`src/rtl/bus_cycle_gen.sv`:
```
module bus_cycle_gen #(
  parameter int DW = 8,
  parameter int AW = 2 * DW
) (
  input  logic          clk,
  input  logic          rst_n,
  input  logic          req,
  input  logic [3:0]    op_class,
  input  logic [2:0]    mcyc,
  input  logic          pair_sel,
  input  logic [AW-1:0] pc,
  input  logic [AW-1:0] hl,
  input  logic [AW-1:0] bc,
  input  logic [AW-1:0] de,
  input  logic [AW-1:0] direct_addr,
  input  logic [DW-1:0] acc,
  input  logic [DW-1:0] tmp,
  input  logic [DW-1:0] src,
  output logic [2:0]    cyc,
  output logic [AW-1:0] addr,
  output logic [DW-1:0] dout,
  output logic          illegal
);
  localparam logic [2:0] CY_NONE = 3'd0, CY_RD = 3'd1, CY_WR = 3'd2,
                         CY_IN = 3'd3, CY_OUT = 3'd4, CY_INTA = 3'd5,
                         CY_HLTA = 3'd6;

  localparam logic [3:0] K_MOVMR = 4'd1, K_MOVRM = 4'd2, K_IMM1 = 4'd3,
                         K_IMM2 = 4'd4, K_LDA = 4'd5, K_STA = 4'd6,
                         K_MEMALU = 4'd7, K_MEMRMW = 4'd8, K_MVIM = 4'd9,
                         K_LDAX = 4'd10, K_STAX = 4'd11, K_IN = 4'd12,
                         K_OUT = 4'd13, K_HLT = 4'd14, K_INTA = 4'd15;

  logic [2:0]    n_cyc;
  logic [AW-1:0] n_addr;
  logic [DW-1:0] n_data;
  logic          bad;
  logic [AW-1:0] pair;

  assign pair = pair_sel ? de : bc;

  always_comb begin
    n_cyc  = CY_NONE;
    n_addr = '0;
    n_data = '0;
    bad    = 1'b0;
    if (mcyc == 3'd1) begin
      n_cyc  = (op_class == K_INTA) ? CY_INTA : CY_RD;
      n_addr = pc;
    end else if (mcyc == 3'd2) begin
      case (op_class)
        K_MOVMR: begin n_cyc = CY_WR; n_addr = hl; n_data = src; end
        K_MOVRM, K_MEMALU, K_MEMRMW: begin n_cyc = CY_RD; n_addr = hl; end
        K_IMM1, K_IMM2, K_LDA, K_STA, K_MVIM, K_IN, K_OUT:
          begin n_cyc = CY_RD; n_addr = pc; end
        K_LDAX:  begin n_cyc = CY_RD; n_addr = pair; end
        K_STAX:  begin n_cyc = CY_WR; n_addr = pair; n_data = acc; end
        K_HLT:   begin n_cyc = CY_HLTA; n_addr = pc; end
        default: bad = 1'b1;
      endcase
    end else if (mcyc == 3'd3) begin
      case (op_class)
        K_IMM2, K_LDA, K_STA: begin n_cyc = CY_RD; n_addr = pc; end
        K_MEMRMW, K_MVIM: begin n_cyc = CY_WR; n_addr = hl; n_data = tmp; end
        K_IN:    begin n_cyc = CY_IN;  n_addr = {tmp, tmp}; end
        K_OUT:   begin n_cyc = CY_OUT; n_addr = {tmp, tmp}; n_data = acc; end
        default: bad = 1'b1;
      endcase
    end else if (mcyc == 3'd4) begin
      case (op_class)
        K_LDA:   begin n_cyc = CY_RD; n_addr = direct_addr; end
        K_STA:   begin n_cyc = CY_WR; n_addr = direct_addr; n_data = acc; end
        default: bad = 1'b1;
      endcase
    end else begin
      bad = 1'b1;
    end
  end

  always_ff @(posedge clk) begin
    if (!rst_n) begin
      cyc     <= CY_NONE;
      addr    <= '0;
      dout    <= '0;
      illegal <= 1'b0;
    end else if (req) begin
      cyc     <= n_cyc;
      addr    <= n_addr;
      dout    <= n_data;
      illegal <= illegal | bad;
    end else begin
      cyc  <= CY_NONE;
      addr <= '0;
      dout <= '0;
    end
  end
endmodule


```
`config.mk`:
```
export PLATFORM = sky130hd
export DESIGN_NAME = bus_cycle_gen
export DESIGN_NICKNAME = d
export VERILOG_FILES = /design/src/rtl/bus_cycle_gen.sv
export SDC_FILE = /design/constraint.sdc
export NUM_CORES = 1
export LEC_CHECK = 0
export BUFFER_PORTS_ARGS = -buffer_cell sky130_fd_sc_hd__buf_4
export CAP_MARGIN = 25
export CORE_MARGIN = 2
export CORE_UTILIZATION = 35
export CTS_BUF_LIST = sky130_fd_sc_hd__clkbuf_8
export CTS_CLUSTER_SIZE = 20
export DETAILED_ROUTE_END_ITERATION = 16
export PLACE_DENSITY = 0.75
export REMOVE_ABC_BUFFERS = 1
export SYNTH_ARGS = -nofsm -noshare
export SYNTH_HDL_FRONTEND = slang
export SYNTH_SLANG_ARGS = --single-unit
```
`constraint.sdc`:
```
create_clock -name clk -period 2 [get_ports clk]
set_input_delay 0.4 -clock clk [delete_from_list [all_inputs] [get_ports clk]]
set_output_delay 0.4 -clock clk [all_outputs]
set_load 0.03 [all_outputs]
```
After elaboration in Yosys (flattened, before gate mapping). Cells that the tools add are included.

Logic and storage cells: 68. Output and inout port bits: 28. Bits of input ports: 115. Flip-flop bits (word level): 28.

Bitwise operators: 3. Muxes and demuxes: 29. Reductions and logical operators: 13. Equality and inequality tests: 19.

Operators with widths (number): 16-bit 2-to-1 mux (6); 16-bit case mux with 3 select lines (2); 4-bit == test (second input constant) (8); 8-bit 2-to-1 mux (4); 8-bit case mux with 2 select lines (2); 4-bit by 3-bit == test with 1-bit output (second input constant) (4); 14-bit OR reduction (1); 3-bit 2-to-1 mux (4); 3-bit case mux with 4 select lines (1); 11-bit OR reduction (1); 2-bit OR reduction (5); 3-bit case mux with 3 select lines (1); 4-bit by 2-bit == test with 1-bit output (second input constant) (2); 8-bit OR reduction (1); 1-bit 2-to-1 mux (7); 7-bit OR reduction (1); 3-bit by 2-bit == test with 1-bit output (second input constant) (2); 3-bit OR reduction (2); 4-bit by 1-bit == test with 1-bit output (second input constant) (1); 2-bit case mux with 2 select lines (1); 4-bit OR reduction (1); 3-bit by 1-bit == test with 1-bit output (second input constant) (1); 3-bit == test (second input constant) (1); 2-bit 2-to-1 mux (1); 3 further kinds (4).

Depth between registers and ports, before layout. Gate-level depths: netlist of run 1.

Depth in word-level cells: 8. Mapped depth: 7. Depth with buffers taken out: 5.

Least setup slack after synthesis of run 1. OpenSTA, ideal clock, no wires.

Kind: input-to-reg. Start point: input port op_class[3]. End point: register addr[10]. Setup time: 0.127 ns. Stages: 7. Path slack: 0.344 ns. Arrival: 1.528 ns. Data required time: 1.873 ns. Buffers on the path: 2. Cells stage by stage: buf_6 > or3_1 > o21ai_1 > nor2_1 > buf_4 > a221oi_2 > o22ai_1.

Cells in the longest elaborated chain, start to end: 7. Elaborated cells on any way between the ends: 28.

Ends and longest elaborated chain: start: declaration (RTL line 8) `input logic [3:0] op_class,`; 4-bit by 3-bit == test with 1-bit output (RTL line 51, 62, 70); 2-bit OR reduction (no line); 16-bit 2-to-1 mux (RTL line 70) `case (op_class)`; 16-bit 2-to-1 mux (RTL line 69) `end else if (mcyc == 3'd4) begin`; 16-bit 2-to-1 mux (RTL line 61) `end else if (mcyc == 3'd3) begin`; 16-bit 2-to-1 mux * (RTL line 50) `end else if (mcyc == 3'd2) begin`; 16-bit 2-to-1 mux * (RTL line 47) `if (mcyc == 3'd1) begin`; end signal: assignment (RTL line 88) `addr <= n_addr;`; end: declaration (RTL line 20) `output logic [AW-1:0] addr,`.

Every way passes the cells marked *; elsewhere a longest branch is shown, timed or not. A chain may end at the register's enable or synchronous reset.

Worst setup path after layout of run 1.
Start point: input port op_class[3]. End point: register addr[4].

The elaborated chain is that of the path after synthesis.

==> impl_summary.log, run 1 <==
INFO  metric status = completed
INFO  metric async_flop_share = 0%
INFO  metric cts.path.max_buffers = 2
INFO  metric netSwitchingFraction = 31.8%
INFO  metric clock-skew-final = 0 ns
INFO  metric vdd_ir_drop_max = 0.000248 V
INFO  metric ant_nets_after_route = 0
INFO  metric setup.worst_path.class = primary input to register
INFO  metric viasPerCell = 6.06
INFO  metric mappedNetlistArea = 2510 sq um
INFO  metric critPathCaptureType = register
INFO  metric power_density = 451 nW/um^2
INFO  metric setup.reg_to_reg.worst_slack = 1.38 ns
INFO  metric combinationalPowerShare = 37.6%
INFO  metric cts_resized = 0
INFO  metric period_share = 83.1%
INFO  metric synth_seq_cells = 28
INFO  metric yosysSeqAreaShare = 22.4%
INFO  metric worst_path_clk_slew = 0.12 ns
INFO  metric cts_made_buffers = 3
INFO  metric timing_limited_maximum_frequency = 602 MHz
INFO  metric io_pins = 143
INFO  metric final_hold_viol_count = 0
INFO  metric synth-edff-count = 0
INFO  metric finalHoldWorstSlack = 0.322 ns
INFO  metric route.vias.total = 3220
INFO  metric critical_path.n_buffers_inverters = 1
INFO  metric first_pass_iters = 4
INFO  metric finish.utilization = 55.1%
INFO  metric clkLatencyLatePin = 0.28 ns
INFO  metric most_used_cells_in_the_layout_excluding_fill_and_tap_cells = sky130_fd_sc_hd__buf_4 (167), sky130_fd_sc_hd__dfxtp_1 (28), sky130_fd_sc_hd__a221oi_1 (26)
INFO  metric min_period = 1.66 ns
INFO  metric nNetsFinal = 551
INFO  metric placed_cell_area = 3710 sq um
INFO  metric rsz0062_at_grt = no
INFO  metric critPathLaunchType = primary input
INFO  metric net-switching-power = 542 uW
INFO  metric wire_per_inst = 18.8 um
INFO  metric drc_errors = 0
INFO  metric floorplan.die_area = 7860 sq um
INFO  metric postLayoutCellArea = 3780 sq um
INFO  metric hold_buffers = 0
INFO  metric antenna_violations_before_repair = 0
INFO  metric nFillCells = 652
INFO  metric grt_overflow_total = 0
INFO  metric grt_pass1_wl = 15.1 mm
INFO  metric final-max-slew-violation-count = 0
INFO  metric num_antenna_cells = 0
INFO  metric detailedPlacementHpwl = 7.56 mm
INFO  metric first_global_vias = 3041
INFO  metric worstPathCellList = buf_4 > or2_1 > a211o_1 > o21ai_0 > a21oi_1 > o31ai_1
INFO  metric arrival = 1.87 ns
INFO  metric fp.dieH = 88.6 um
INFO  metric gp_routability_congestion = 0.937
INFO  metric rows = 30
INFO  metric drt-initial-drc-count = 238
INFO  metric most_area_consuming_cells_after_synthesis = sky130_fd_sc_hd__dfxtp_1 (22%), sky130_fd_sc_hd__a221oi_1 (9.1%), sky130_fd_sc_hd__mux2i_1 (6.4%)
INFO  metric critical_path.max_stage_delay = 0.47 ns
INFO  metric fp.dieW = 88.6 um
INFO  metric total_leakage_power = 0.00157 uW
INFO  metric tritoncts_num_sinks = 28
INFO  metric global_route.usage.total = 24.4%
INFO  metric synth.largest_area_cell = sky130_fd_sc_hd__dfxtp_1
INFO  metric cts.htree.levels = 1
INFO  metric root_buffer_cell = sky130_fd_sc_hd__clkbuf_8
INFO  metric timing.slew.headroom = 61.9%
INFO  metric ys_warn_count = 0
INFO  metric critical_path_peak_fanout = 16
INFO  metric flow.area_growth_from_synthesis = 50.8%
INFO  metric grt_max_degree = 18
INFO  metric sequentialPowerShare = 33.9%
INFO  metric final_layout_size_suffix_gt1_share = 48.3%
INFO  metric critical-path-top-delay-family = compound AO/OA/AOI/OAI gates
INFO  metric post_cts_buffers = 0
INFO  metric setup_tns = 0 ns
INFO  metric initial_core_util = 36.5%
INFO  metric mostFrequentLayoutCell = sky130_fd_sc_hd__buf_4
INFO  metric cts_tree = yes
INFO  metric setup_violations = 0
INFO  metric tightestPinTransition = 0.572 ns
INFO  metric critical_path.slowest_cell = sky130_fd_sc_hd__a211o_1
INFO  metric p_clk_share = 28.5%
INFO  metric internal_power = 1160 uW
INFO  metric synth.lib_cells_used.distinct = 56
INFO  metric hold_path_class = primary input to register
INFO  metric place.port_buffers = 142
INFO  metric netlist_instances = 291
INFO  metric postSynth.topFlopCell = sky130_fd_sc_hd__dfxtp_1
INFO  metric wl = 9.98 mm
INFO  metric synth.avg_cell_area = 8.62 sq um
INFO  metric synth_largest_type_area_fraction = 22.4%
INFO  metric crit_required = 2.21 ns
INFO  metric max-cap-violations = 0
INFO  metric design.core.area = 6870 sq um
[layer usage]
metal / GRT usage, % / wire [um]
met1: 33.4 / 4270
met3: 3.26 / 846
met4: 6.06 / 165
met5: 0 / 0
met2: 40.6 / 4700
[power by group through the flow]
stage	clock (uW)	sequential, uW	combinational, uW
6_report	486	578	640
5_1_grt	501	580	685
4_1_cts	482	578	634
3_5_place_dp	0	591	632
3_3_place_gp	0	591	626
2_1_floorplan	0	623	239
[path summary, 6_finish.rpt]
path	from	end	cells after the start
setup / recovery	op_class[3]	addr[4]	6
hold / removal	pc[15]	addr[15]	3
setup reg to reg	illegal	illegal	1
hold reg to reg	illegal	illegal	1
[through the flow]
| stage | setup slack [ns] | std cells | total power, uW |
|---|---|---|---|
| floorplan | -0.0378 | 264 | 862 |
| global placement | 0.0970 | 527 | 1220 |
| detailed placement | 0.0361 | 527 | 1220 |
| CTS | 0.341 | 531 | 1690 |
| global route | 0.267 | 531 | 1770 |
| finish | 0.339 | 531 | 1700 |
[cells in the mapped netlist, types with 2 or more instances]
cell and n:
sky130_fd_sc_hd__a32oi_1 13, sky130_fd_sc_hd__nor2b_1 4, sky130_fd_sc_hd__nand2_1 17, sky130_fd_sc_hd__buf_4 8, sky130_fd_sc_hd__nor3b_1 2, sky130_fd_sc_hd__o21ai_0 20, sky130_fd_sc_hd__mux2_2 10, sky130_fd_sc_hd__o31ai_2 2
sky130_fd_sc_hd__nor2_1 18, sky130_fd_sc_hd__a221oi_2 10, sky130_fd_sc_hd__o21ai_1 5, sky130_fd_sc_hd__o22ai_1 15, sky130_fd_sc_hd__a21oi_2 4, sky130_fd_sc_hd__o21ai_2 2, sky130_fd_sc_hd__a22oi_1 8, sky130_fd_sc_hd__nor3_1 8
sky130_fd_sc_hd__a21oi_1 11, sky130_fd_sc_hd__buf_6 4, sky130_fd_sc_hd__a211oi_1 4, sky130_fd_sc_hd__buf_2 7, sky130_fd_sc_hd__o31ai_1 3, sky130_fd_sc_hd__clkbuf_1 8, sky130_fd_sc_hd__a221oi_1 26, sky130_fd_sc_hd__and3_1 2
sky130_fd_sc_hd__nand2b_1 2, sky130_fd_sc_hd__o211ai_1 3, sky130_fd_sc_hd__xnor2_1 2, sky130_fd_sc_hd__mux2i_1 16, sky130_fd_sc_hd__dfxtp_1 28, sky130_fd_sc_hd__mux2_1 2, sky130_fd_sc_hd__and2b_1 2
[sequential cells by signal, summed over array words and instances (netlist names)]
signal and cells:
cyc 3, addr 16, illegal 1, dout 8
[cells by family after synthesis]
group	synth area share, %
AO/OA/AOI/OAI	43.3
XOR/XNOR	1.05
buffers and inverters	6.94
flip-flops	22.4
multiplexers	11.8
AND/OR/NAND/NOR	14.6
[cell type report]
type / count / area, sq um / share of cell area, %
Timing Repair Buffer: 167 / 1250 / 33.1
Tap cell: 96 / 120 / 3.18
Inverter: 1 / 3.75 / 0.0992
Clock buffer: 3 / 41.3 / 1.09
Sequential cell: 28 / 561 / 14.8
Clock inverter: 1 / 30.0 / 0.794
Multi-Input combinational cell: 235 / 1770 / 46.9
Power figures use the tool's default switching activity.
==> inputs of run 2 (changes only) <==
--- a/config.mk
+++ b/config.mk
@@ -12,7 +12,7 @@
 export CTS_BUF_LIST = sky130_fd_sc_hd__clkbuf_8
 export CTS_CLUSTER_SIZE = 20
 export DETAILED_ROUTE_END_ITERATION = 16
-export PLACE_DENSITY = 0.75
+export PLACE_DENSITY = 0.78
 export REMOVE_ABC_BUFFERS = 1
 export SYNTH_ARGS = -nofsm -noshare
 export SYNTH_HDL_FRONTEND = slang
==> constraint.sdc (replaced) <==
create_clock -name clk -period 1.38 [get_ports clk]
set_input_delay 0.276 -clock clk [delete_from_list [all_inputs] [get_ports clk]]
set_output_delay 0.276 -clock clk [all_outputs]
set_load 0.03 [all_outputs]
==> impl_summary.log, run 2 (synthesis gave the netlist of run 1 again) <==
INFO  metric most_used_cells_in_the_layout_excluding_fill_and_tap_cells = sky130_fd_sc_hd__buf_4 (191), sky130_fd_sc_hd__dfxtp_1 (28), sky130_fd_sc_hd__a221oi_1 (19)
INFO  metric final_hold_viol_count = 0 (unchanged)
INFO  metric hold_depth = 3 (unchanged)
INFO  metric holdPathEnd = addr[15]
INFO  metric ant_nets_after_route = 0 (unchanged)
INFO  metric nFillCells = 612 (-6.1%)
INFO  metric vdd_ir_drop_max = 0.000356 V (+44%)
INFO  metric grt_overflow_total = 0 (unchanged)
INFO  metric cts.path.max_buffers = 2 (unchanged)
INFO  metric final_layout_size_suffix_gt1_share = 57.4% (+9.1 points)
INFO  metric hold_path_startpoint = pc[15]
INFO  metric setup.reg_to_reg.worst_slack = 0.76 ns (-0.62 ns)
INFO  metric antenna_violations_before_repair = 0 (unchanged)
INFO  metric wire_per_inst = 19.0 um (+0.96%)
INFO  metric power_density = 609 nW/um^2 (+35%)
INFO  metric fp.dieH = 88.6 um (unchanged)
INFO  metric viasPerCell = 5.90 (-2.8%)
INFO  metric violations_in_the_final_reports = setup timing
INFO  metric clkLatencyLatePin = 0.28 ns (about the same)
INFO  metric nNetsFinal = 588 (+6.7%)
INFO  metric post-place-cells = 562 (+6.6%)
INFO  metric hold_path_class = primary input to register
INFO  metric top_regs = addr x16, dout x8, cyc x3
INFO  metric root_buffer_cell = sky130_fd_sc_hd__clkbuf_8
INFO  metric route.vias.total = 3349 (+4.0%)
INFO  metric crit_required = 1.58 ns (-0.63 ns)
INFO  metric mostFrequentLayoutCell = sky130_fd_sc_hd__buf_4
INFO  metric registers.top_by_ff_count = addr
INFO  metric max-cap-violations = 0 (unchanged)
INFO  metric first_pass_iters = 5 (+1)
INFO  metric critical_path_peak_fanout = 6 (-10)
INFO  metric grt_max_degree = 17 (-1)
INFO  metric detailedPlacementHpwl = 8.31 mm (+9.9%)
INFO  metric final-max-slew-violation-count = 0 (unchanged)
INFO  metric finish.cell_count_without_fillers = 568 (+7.0%)
INFO  metric io_pins = 143 (unchanged)
INFO  metric tightestPinTransition = 0.379 ns (-0.193 ns)
INFO  metric wl = 10.8 mm (+8.0%)
INFO  metric total_leakage_power = 0.00183 uW (+16%)
INFO  metric status = finished with violations
INFO  metric setup.worst_path.class = primary input to register
INFO  metric grt_pass1_wl = 15.9 mm (+5.2%)
INFO  metric timing.reg2reg.worst_path_depth = 1 (unchanged)
INFO  metric num_antenna_cells = 0 (unchanged)
INFO  metric timing_limited_maximum_frequency = 708 MHz
INFO  metric timing.slew.headroom = 74.8% (+13 points)
INFO  metric critPathCaptureType = register
INFO  metric place.port_buffers = 142 (unchanged)
INFO  metric tritoncts_num_sinks = 28 (unchanged)
INFO  metric setup_violations = 1 (+1)
INFO  metric clock-skew-final = 0 ns (unchanged)
INFO  metric critPathLaunchType = primary input
INFO  metric fp.dieW = 88.6 um (unchanged)
INFO  metric finish.utilization = 62.8% (+7.7 points)
INFO  metric design.core.area = 6870 sq um (unchanged)
INFO  metric period_share = 102%
INFO  metric cts_made_buffers = 3 (unchanged)
INFO  metric initial_core_util = 36.5% (unchanged)
INFO  metric global_route.usage.total = 26.1% (+1.7 points)
INFO  metric rows = 30 (unchanged)
INFO  metric r2r_start = illegal
INFO  metric worst_path_clk_slew = 0.11 ns (about the same)
INFO  metric endpoint_of_the_worst_slack_reg_to_reg_timing_path = illegal
INFO  metric gp_routability_congestion = 0.987 (+5.3%)
INFO  metric arrival = 1.61 ns (-0.26 ns)
INFO  metric rsz0062_at_grt = yes
INFO  metric final.setup.worst_slack = -0.0327 ns (-0.371 ns)
INFO  metric largest_register_ffs = 16 (unchanged)
INFO  metric drt-initial-drc-count = 317 (+33%)
INFO  metric first_global_vias = 3316 (+9.0%)
INFO  metric drc_errors = 0 (unchanged)
INFO  metric floorplan.die_area = 7860 sq um (unchanged)
INFO  metric cts_tree = yes
INFO  metric min_period = 1.41 ns
INFO  metric finalHoldWorstSlack = 0.196 ns (-0.125 ns)
INFO  metric cts.htree.levels = 1 (unchanged)
INFO  metric flow.area_growth_from_synthesis = 72.0%
[run 2: changes by cell type in the layout (fill, tap and decap cells not counted), sizes merged]
cell	before	now
buf	167	204
[run 2: stage by stage]
| stage | area (sq um) | setup TNS, ns | worst slack [ns] | total power [uW] |
|---|---|---|---|---|
| detailed placement | 4020 | -7.81 | -0.375 | 1870 |
| global route | 4310 | -0.171 | -0.0514 | 2740 |
| finish | 4310 | -0.0327 | -0.0327 | 2630 |
| global placement | 4020 | -7.08 | -0.337 | 1850 |
| floorplan | 2340 | -7.61 | -0.534 | 1250 |
| CTS | 4110 | -0.0189 | -0.0139 | 2560 |
[run 2: per-layer routing]
metal,GRT usage [%],part of all wire [%],up-vias
met5,0,0,-
met3,3.45,7.9,27
met2,43.2,47,202
met1,34.6,42,1574
met4,9.50,2.6,0
li1,-,-,1546
[run 2: repair_timing]
action | 4_1_cts | 5_1_grt
endpoints found under the setup margin | 11 | 26
hold endpoints to repair | 0 | 0
buffers inserted | 0 | 2
pin swaps | 0 | 10
resized for setup | 3 | 40
hold buffers | 0 | 0
[run 2: worst max-delay path by stage]
stage | slack, ns | to | cells after the start | startpoint
finish | -0.03 | addr[0] | 7 | op_class[0]
floorplan | -0.53 | addr[1] | 5 | op_class[1]
detailed placement | -0.38 | addr[5] | 8 | op_class[3]
global placement | -0.34 | addr[5] | 7 | op_class[1]
CTS | -0.01 | addr[5] | 7 | op_class[1]
global route | -0.05 | addr[4] | 9 | op_class[3]
[run 2: where the power goes]
group | internal (uW) | leakage [uW] | switching (uW)
registers | 831 | 0.000227 | 8.11
logic | 567 | 0.00156 | 531
clock network | 389 | 0.0000357 | 299
total | 1790 | 0.00183 | 838
[run 2: area by class of cell]
cell class,instances,area (sq um),share of cell area (%)
Multi-Input combinational cell,235,1940,44.9
Inverter,1,3.75,0.0871
Clock inverter,1,30.0,0.696
Clock buffer,3,41.3,0.958
Tap cell,96,120,2.79
Sequential cell,28,561,13.0
Timing Repair Buffer,204,1620,37.6
[run 2: worst max-delay path, stage by stage]
cell and delay (ns):
sky130_fd_sc_hd__buf_4 0.12, sky130_fd_sc_hd__or2_4 0.25, sky130_fd_sc_hd__a211o_4 0.37, sky130_fd_sc_hd__buf_6 0.13, sky130_fd_sc_hd__o21ai_1 0.12, sky130_fd_sc_hd__a21oi_1 0.06, sky130_fd_sc_hd__o31ai_1 0.28
==> inputs of run 3 (changes only) <==
--- a/config.mk
+++ b/config.mk
@@ -8,11 +8,11 @@
 export BUFFER_PORTS_ARGS = -buffer_cell sky130_fd_sc_hd__buf_4
 export CAP_MARGIN = 25
 export CORE_MARGIN = 2
-export CORE_UTILIZATION = 35
+export CORE_UTILIZATION = 42
 export CTS_BUF_LIST = sky130_fd_sc_hd__clkbuf_8
 export CTS_CLUSTER_SIZE = 20
 export DETAILED_ROUTE_END_ITERATION = 16
-export PLACE_DENSITY = 0.78
+export PLACE_DENSITY = 0.89
 export REMOVE_ABC_BUFFERS = 1
 export SYNTH_ARGS = -nofsm -noshare
 export SYNTH_HDL_FRONTEND = slang
==> constraint.sdc (replaced) <==
create_clock -name clk -period 1.1 [get_ports clk]
set_input_delay 0.22 -clock clk [delete_from_list [all_inputs] [get_ports clk]]
set_output_delay 0.22 -clock clk [all_outputs]
set_load 0.03 [all_outputs]
==> impl_summary.log, run 3 (synthesis gave the netlist of run 1 again) <==
INFO  metric final.setup.worst_slack = -0.351 ns (-0.319 ns)
INFO  metric hold_depth = 2 (-1)
INFO  metric drc_errors = 0 (unchanged)
INFO  metric tightestPinTransition = 0.434 ns (+0.0550 ns)
INFO  metric timing_limited_maximum_frequency = 689 MHz
INFO  metric route.vias.total = 4205 (+26%)
INFO  metric routed_length_on_met3 = 2.03 mm (+140%)
INFO  metric crit_required = 1.27 ns (-0.31 ns)
INFO  metric rsz0062_at_grt = yes
INFO  metric first_element_of_the_critical_path = op_class[3]
INFO  metric total_leakage_power = 0.00211 uW (+16%)
INFO  metric fp.dieH = 81.3 um (-8.3%)
INFO  metric min_period = 1.45 ns
INFO  metric ant_nets_after_route = 0 (unchanged)
INFO  metric largest_register_ffs = 16 (unchanged)
INFO  metric top_regs = addr x16, dout x8, cyc x3
INFO  metric setup.worst_path.class = primary input to register
INFO  metric fp.dieW = 81.3 um (-8.3%)
INFO  metric num_antenna_cells = 0 (unchanged)
INFO  metric setup_violations = 27 (+26)
INFO  metric first_pass_iters = 6 (+1)
INFO  metric wire_per_inst = 27.4 um (+44%)
INFO  metric gp_routability_congestion = 1.04 (+5.0%)
INFO  metric cts_made_buffers = 3 (unchanged)
INFO  metric grt_pass1_wl = 19.8 mm (+24%)
INFO  metric critPathLaunchType = primary input
INFO  metric mostFrequentLayoutCell = sky130_fd_sc_hd__buf_4
INFO  metric critical_path_peak_fanout = 8 (+2)
INFO  metric worstSetupEndpoint = addr[4]
INFO  metric pre_cts_ws = -0.655 ns (-0.280 ns)
INFO  metric wl = 15.9 mm (+48%)
INFO  metric rows = 28 (-6.7%)
INFO  metric detailroute.wirelength.met2 = 7.16 mm (+41%)
INFO  metric hold_buffers = 0 (unchanged)
INFO  metric final-max-slew-violation-count = 0 (unchanged)
INFO  metric most_used_cells_in_the_layout_excluding_fill_and_tap_cells = sky130_fd_sc_hd__buf_4 (206), sky130_fd_sc_hd__dfxtp_1 (28), sky130_fd_sc_hd__a221oi_2 (25)
INFO  metric grt_overflow_total = 0 (unchanged)
INFO  metric clkLatencyLatePin = 0.29 ns (about the same)
INFO  metric io_pins = 143 (unchanged)
INFO  metric initial_core_util = 42.9% (+6.4 points)
INFO  metric power_density = 759 nW/um^2 (+25%)
INFO  metric flow.area_growth_from_synthesis = 98.0%
INFO  metric place.port_buffers = 142 (unchanged)
INFO  metric antenna_violations_before_repair = 0 (unchanged)
INFO  metric grt_max_degree = 17 (unchanged)
INFO  metric viasPerCell = 7.23 (+23%)
INFO  metric timing.reg2reg.worst_path_depth = 1 (unchanged)
INFO  metric maxUsedRoutingLayer = met4
INFO  metric cts.htree.levels = 1 (unchanged)
INFO  metric detailedPlacementHpwl = 8.61 mm (+3.6%)
INFO  metric met1_wirelength = 5.35 mm (+18%)
INFO  metric timing.slew.headroom = 71.0% (-3.7 points)
INFO  metric violations_in_the_final_reports = setup timing
INFO  metric drt-initial-drc-count = 596 (+88%)
INFO  metric hold_path_class = primary input to register
INFO  metric r2r_start = illegal
INFO  metric worst_path_clk_slew = 0.12 ns (about the same)
INFO  metric status = finished with violations
INFO  metric registers.top_by_ff_count = addr
INFO  metric max-cap-violations = 0 (unchanged)
INFO  metric period_share = 132%
INFO  metric setup.reg_to_reg.worst_slack = 0.47 ns (-0.29 ns)
INFO  metric cts_tree = yes
INFO  metric clock-skew-final = 0 ns (unchanged)
INFO  metric critPathCaptureType = register
INFO  metric nNetsFinal = 623 (+6.0%)
INFO  metric arrival = 1.63 ns (+0.02 ns)
INFO  metric endpoint_of_the_worst_slack_reg_to_reg_timing_path = illegal
INFO  metric final_hold_viol_count = 0 (unchanged)
INFO  metric finish.utilization = 84.8% (+22 points)
INFO  metric tritoncts_num_sinks = 28 (unchanged)
INFO  metric design.core.area = 5850 sq um (-15%)
INFO  metric floorplan.die_area = 6600 sq um (-16%)
INFO  metric first_global_vias = 3897 (+18%)
INFO  metric vdd_ir_drop_max = 0.000728 V (+100%)
INFO  metric final_layout_size_suffix_gt1_share = 69.2% (+12 points)
INFO  metric global_route.usage.total = 38.8% (+13 points)
INFO  metric root_buffer_cell = sky130_fd_sc_hd__clkbuf_8
INFO  metric cts.path.max_buffers = 2 (unchanged)
INFO  metric nFillCells = 282 (-54%)
INFO  metric hold_path_startpoint = rst_n
## run 3: routing by layer
metal	vias up	track usage [%]
met5	-	0
met4	0	23.9
met3	167	8.89
met2	482	65.5
met1	1924	44.1
li1	1632	-
## run 3: worst max-delay path, stage by stage
cell and delay [ns]:
sky130_fd_sc_hd__buf_12 0.12, sky130_fd_sc_hd__buf_8 0.14, sky130_fd_sc_hd__nor2b_4 0.19, sky130_fd_sc_hd__buf_4 0.22, sky130_fd_sc_hd__a32oi_1 0.15, sky130_fd_sc_hd__o21ai_2 0.18, sky130_fd_sc_hd__a21oi_1 0.07, sky130_fd_sc_hd__o31ai_1 0.34
## run 3: what timing repair did
action | in CTS | in global routing
setup endpoints to repair | 27 | 27
buffers inserted | 10 | 9
pin swaps | 44 | 37
gates cloned | 1 | 0
resized for setup | 73 | 54
## run 3: how the worst min path moves through the flow
stage / end
6_report: illegal
5_1_grt: illegal
4_1_cts: addr[15]
3_5_place_dp: addr[15]
3_3_place_gp: addr[0]
2_1_floorplan: cyc[2]
## run 3: final cells by class
class                   instances  area [sq um]  area share, %
multi-input cells             236          2240           45.1
repair buffers                238          2000           40.2
flip-flops and latches         28           561           11.3
well taps                      75          93.8           1.89
clock buffers                   3          41.3          0.832
clock inverters                 1          30.0          0.605
inverters                       1          3.75         0.0756
## run 3: power by group
part | internal, uW | total (uW) | switching (uW)
Combinational | 885 | 1790 | 906
Clock | 490 | 920 | 430
Sequential | 1040 | 1050 | 11.8
Total | 2420 | 3770 | 1350
## run 3: stage by stage
| stage | setup TNS [ns] | hold WS, ns | instance area, sq um | std cells | total power [uW] |
|---|---|---|---|---|---|
| global route | -6.80 | 0.173 | 4960 | 582 | 3800 |
| detailed placement | -14.62 | 0.451 | 4130 | 558 | 2390 |
| CTS | -3.07 | 0.150 | 4610 | 573 | 3410 |
| finish | -5.99 | 0.164 | 4960 | 582 | 3770 |
| floorplan | -13.66 | 0.299 | 2340 | 264 | 1570 |
| global placement | -13.14 | 0.439 | 4130 | 558 | 2340 |
